**config.mk**
```make
export PLATFORM = sky130hd
export DESIGN_NAME = supply_reset_gen
export DESIGN_NICKNAME = d
export VERILOG_FILES = /design/src/rtl/supply_rst_pkg.sv /design/src/rtl/sig_sync_bank.sv /design/src/rtl/rst_hold_fsm.sv /design/src/rtl/ce_write_gate.sv /design/src/rtl/supply_reset_gen.sv
export SDC_FILE = /design/constraint.sdc
export NUM_CORES = 1
export LEC_CHECK = 0
export CORE_MARGIN = 2
export CORE_UTILIZATION = 35
export DETAILED_ROUTE_END_ITERATION = 7
export GPL_ROUTABILITY_DRIVEN = 0
export SYNTH_ARGS = -nofsm -noshare
export SYNTH_HDL_FRONTEND = slang
export SYNTH_SLANG_ARGS = --single-unit
```
**constraint.sdc**
```tcl
create_clock -name clk -period 2.09 [get_ports clk]
set_input_delay 0.418 -clock clk [delete_from_list [all_inputs] [get_ports clk]]
set_output_delay 0.418 -clock clk [all_outputs]
set_load 0.02 [all_outputs]
```
**src/rtl/supply_rst_pkg.sv**
```systemverilog
package supply_rst_pkg;

    localparam int SYNC_STAGES_DEF = 2;
    localparam int HOLD_TICKS_DEF  = 512;

    typedef enum logic [1:0] {
        ST_FAULT = 2'd0,
        ST_HOLD  = 2'd1,
        ST_RUN   = 2'd2
    } rst_state_e;

    typedef struct packed {
        logic lowline;
        logic backup;
        logic ce_n;
    } ctl_in_t;

    localparam int CTL_W = $bits(ctl_in_t);
    localparam ctl_in_t CTL_IDLE = '{lowline: 1'b0, backup: 1'b0, ce_n: 1'b1};

    function automatic logic supply_fault(input ctl_in_t c);
        return c.lowline | c.backup;
    endfunction

endpackage

```
**src/rtl/sig_sync_bank.sv**
```systemverilog
module sig_sync_bank #(
    parameter int WIDTH  = 3,
    parameter int STAGES = 2,
    parameter logic [WIDTH-1:0] IDLE_VAL = '0
) (
    input  logic             clk,
    input  logic             rst,
    input  logic [WIDTH-1:0] d_async,
    output logic [WIDTH-1:0] q_sync
);
    logic [WIDTH-1:0] stg [STAGES];

    always_ff @(posedge clk) begin
        if (rst) stg[0] <= IDLE_VAL;
        else     stg[0] <= d_async;
    end

    genvar s;
    generate
        for (s = 1; s < STAGES; s++) begin : g_stage
            always_ff @(posedge clk) begin
                if (rst) stg[s] <= IDLE_VAL;
                else     stg[s] <= stg[s-1];
            end
        end
    endgenerate

    assign q_sync = stg[STAGES-1];
endmodule

```
**src/rtl/rst_hold_fsm.sv**
```systemverilog
module rst_hold_fsm
    import supply_rst_pkg::*;
#(
    parameter int HOLD_TICKS = HOLD_TICKS_DEF
) (
    input  logic clk,
    input  logic rst,
    input  logic tick,
    input  logic fault_s,
    input  logic wdt_req,
    output logic released,
    output logic done
);
    localparam int CNT_W = (HOLD_TICKS > 1) ? $clog2(HOLD_TICKS) : 1;
    localparam logic [CNT_W-1:0] CNT_LAST = CNT_W'(HOLD_TICKS - 1);

    rst_state_e       st;
    logic [CNT_W-1:0] cnt;
    logic             done_q;

    always_ff @(posedge clk) begin
        if (rst) begin
            st     <= ST_HOLD;
            cnt    <= '0;
            done_q <= 1'b0;
        end else begin
            done_q <= 1'b0;
            if (fault_s) begin
                st  <= ST_FAULT;
                cnt <= '0;
            end else begin
                unique case (st)
                    ST_FAULT: begin
                        st  <= ST_HOLD;
                        cnt <= '0;
                    end
                    ST_HOLD: begin
                        if (tick) begin
                            if (cnt == CNT_LAST) begin
                                st     <= ST_RUN;
                                cnt    <= '0;
                                done_q <= 1'b1;
                            end else begin
                                cnt <= cnt + 1'b1;
                            end
                        end
                    end
                    ST_RUN: begin
                        if (wdt_req) begin
                            st  <= ST_HOLD;
                            cnt <= '0;
                        end
                    end
                    default: begin
                        st  <= ST_HOLD;
                        cnt <= '0;
                    end
                endcase
            end
        end
    end

    assign released = (st == ST_RUN);
    assign done     = done_q;

    // a request while released starts a fresh hold
    assert_wdt_pulse_R3: assert property (@(posedge clk) disable iff (rst)
        (st == ST_RUN && wdt_req && !fault_s) |=> (st == ST_HOLD && cnt == '0));

    // release only leaves a fault-free, ticked hold
    assert_release_from_hold_R2: assert property (@(posedge clk) disable iff (rst)
        $rose(released) |-> $past(st == ST_HOLD && !fault_s && tick));

    // end strobe lasts one cycle
    assert_done_single_R9: assert property (@(posedge clk) disable iff (rst)
        done |=> !done);

    // a request during a hold leaves the count advancing
    assert_wdt_ignored_R8: assert property (@(posedge clk) disable iff (rst)
        (st == ST_HOLD && !fault_s && tick && cnt != CNT_LAST) |=> (cnt != '0));
endmodule

```
**src/rtl/ce_write_gate.sv**
```systemverilog
module ce_write_gate (
    input  logic ce_n_s,
    input  logic fault_s,
    output logic ce_out_n
);
    assign ce_out_n = ce_n_s | fault_s;
endmodule

```
**src/rtl/supply_reset_gen.sv**
```systemverilog
module supply_reset_gen
    import supply_rst_pkg::*;
#(
    parameter int HOLD_TICKS  = HOLD_TICKS_DEF,
    parameter int SYNC_STAGES = SYNC_STAGES_DEF
) (
    input  logic clk,
    input  logic rst,
    input  logic tick,
    input  logic lowline_in,
    input  logic backup_in,
    input  logic ce_in_n,
    input  logic wdt_req,
    output logic rst_n_out,
    output logic rst_out,
    output logic lowline_n_out,
    output logic ce_out_n,
    output logic reset_done
);
    ctl_in_t ctl_raw, ctl_s;
    logic    fault_s;
    logic    released;

    assign ctl_raw = '{lowline: lowline_in, backup: backup_in, ce_n: ce_in_n};

    sig_sync_bank #(
        .WIDTH   (CTL_W),
        .STAGES  (SYNC_STAGES),
        .IDLE_VAL(CTL_IDLE)
    ) u_sync (
        .clk    (clk),
        .rst    (rst),
        .d_async(ctl_raw),
        .q_sync (ctl_s)
    );

    assign fault_s = supply_fault(ctl_s);

    rst_hold_fsm #(
        .HOLD_TICKS(HOLD_TICKS)
    ) u_fsm (
        .clk     (clk),
        .rst     (rst),
        .tick    (tick),
        .fault_s (fault_s),
        .wdt_req (wdt_req),
        .released(released),
        .done    (reset_done)
    );

    ce_write_gate u_gate (
        .ce_n_s  (ctl_s.ce_n),
        .fault_s (fault_s),
        .ce_out_n(ce_out_n)
    );

    assign rst_n_out     = released;
    assign rst_out       = ~released;
    assign lowline_n_out = ~ctl_s.lowline;

    // a synchronized fault forces reset on the next edge
    assert_fault_resets_R1: assert property (@(posedge clk) disable iff (rst)
        fault_s |=> !rst_n_out);

    // low-line status low implies reset follows
    assert_status_before_reset_R5: assert property (@(posedge clk) disable iff (rst)
        !lowline_n_out |=> rst_out);

    // while the reset machine is in a fault, writes stay blocked
    assert_ce_blocked_R6: assert property (@(posedge clk) disable iff (rst)
        ($past(fault_s) && fault_s) |-> ce_out_n);
endmodule

```
==> results.ini <==
[status]
status=finished, final reports clean

[routing]
vias=567
post_drt_wl_per_cell_um=9.48
drtIter0Drc=2
drtPass1Iterations=3
wirelength_mm=1.16
drc=0
vias_per_cell=4.65
final_antenna_net_count=0

[sta]
worstMarginPinSlew_ns=0.489
fmax_mhz=514
slew_headroom_pct=67.3
finalSetupViolCount=0
min_period_over_period_pct=93.0
rsz0062_at_grt=false
finClkSkew_ns=0.00780
setup_tns_ns=0
hold_viol_final=0
fin_crit_ns=1.94
slew_violations=0

[worst_setup_path]
worst_setup_path_start_kind=register
end_kind=output port
worstSetupPathType=register to output port
crit_fanout=3
required_ns=1.67
arrival_ns=1.53
reg2regPathDepth=8

[clock_tree]
ctsResizeCount=0
cts_setup_buffers=0
clk_pin_slew_worst_paths_ns=0.10
cts_inserted_buffers=3
holdBufCountCts=0
cts_tree=built
cts_max_path_buffers=2
cts-htree-levels=1
root_buffer=clkbuf_4
cts_num_sinks=18
clock_latency_ns=0.30

[global_routing]
grt_pass1_vias=501
antenna_found_initial=0
grt_util_all_layers_pct=11.2
gr-total-overflow=0
grt_first_pass_wirelength_mm=2.07
grt_max_degree=12

[finish]
layout_common_cells=dfxtp_1 (18), nor2_1 (12), clkdlybuf4s50_1 (11)
layout-drive-gt1-share_pct=10.5
diodes=0
area_delta_synth_final_pct=24.3
mostFrequentLayoutCell=dfxtp_1
fin_nets=105

[synth]
synth.avg_cell_area_um2=9.21
synth.distinct_cells=24
synth_edf_count=0
syn_nets=89
syn_inst=80
postSynth.asyncResetShare_pct=0
synth-seq-cells=18
yosys_warnings=0
synth.cell_area_um2=737
ys.flop_type=dfxtp_1
synth_seq_area_share_pct=48.9

[placement]
dp_hpwl_um=835
portBuffers=11

[die]
die_y_um=49.9
io_pins=12
rows=16
initial_core_util_pct=37.2
dieArea_um2=2490
dieWidth_um=49.9
core_um2=1980

[power_and_ir_drop]
irDropWorstVdd_mv=0.420
p_leak_nw=0.313
power.density_nw_per_um2=678
finalPower_mw=0.621

[min_path]
hold_path.class=register to register
whs_path_depth=1

[run]
maxCapViolCount=0

==> logic make-up after synthesis <==
kind of cell / count (synthesis) / share of synthesized area [%]
AND/OR/NAND/NOR: 42 / 30.9
flip-flops: 18 / 48.9
AO/OA/AOI/OAI: 7 / 5.26
XOR/XNOR: 7 / 8.32
buffers and inverters: 4 / 3.23
adder cells (fa/ha/maj): 2 / 3.40
==> area by class of cell <==
| type | count | area [um^2] |
|---|---|---|
| Clock buffer | 4 | 36.3 |
| Tap cell | 27 | 33.8 |
| Inverter | 2 | 7.51 |
| Timing Repair Buffer | 13 | 125 |
| Fill cell | 203 | 1070 |
| Multi-Input combinational cell | 58 | 353 |
| Sequential cell | 18 | 360 |
==> Yosys cell counts, types with 2 or more instances <==
library cell | instances | area (um^2)
ha_1 | 2 | 25.0
nand2_1 | 4 | 15.0
o21ai_0 | 2 | 10.0
dfxtp_1 | 18 | 360
nor3_1 | 2 | 10.0
a21oi_1 | 3 | 15.0
inv_1 | 2 | 7.51
nand3_1 | 6 | 30.0
or2_2 | 2 | 12.5
xnor2_1 | 7 | 61.3
nor3b_1 | 2 | 15.0
nor2_1 | 12 | 45.0
nor4_1 | 3 | 18.8
nor2b_1 | 5 | 31.3
==> layer usage <==
metal	share of wire [%]	up-vias	global-route usage [%]	wire length, um
met1	49	252	14.4	572
met2	43	12	15.3	495
li1	-	299	-	-
met5	0	-	0	0
met4	4.0	0	11.1	46
met3	3.7	4	1.82	43
==> state kept, by name, summed over array words and instances (netlist names) <==
| name | count |
|---|---|
| u_fsm.cnt | 9 |
| u_fsm.done | 1 |
| u_fsm.st | 2 |
| u_sync.stg | 6 |
==> per-stage QoR <==
step / worst slack [ns] / cells / util, % / instance area (um^2) / hold WS (ns)
CTS: 0.135 / 122 / 46.2 / 916 / 0.422
finish: 0.146 / 122 / 46.2 / 916 / 0.419
floorplan: 0.628 / 80 / - / 737 / 0.389
global route: 0.0933 / 122 / 46.2 / 916 / 0.456
global placement: 0.269 / 118 / 44.4 / 880 / 0.392
detailed placement: 0.231 / 118 / 44.4 / 880 / 0.398
==> critical path, stage by stage (launching register included) <==
cell	delay [ns]
dfxtp_1	0.33
or3_1	0.36
clkdlybuf4s50_1	0.54
==> worst paths after layout <==
kind	start	end	slack [ns]
setup / recovery	u_sync.stg[1][1]	ce_out_n	0.15
hold / removal	u_sync.stg[0][0]	u_sync.stg[1][0]	0.42
setup reg to reg	u_fsm.cnt[0]	u_fsm.cnt[0]	0.46
hold reg to reg	u_sync.stg[0][0]	u_sync.stg[1][0]	0.42
==> power by group <==
group	switching, mW	internal, mW
clock network	0.110	0.106
logic	0.0215	0.0263
registers	0.00511	0.352
Power figures use the tool's default switching activity.
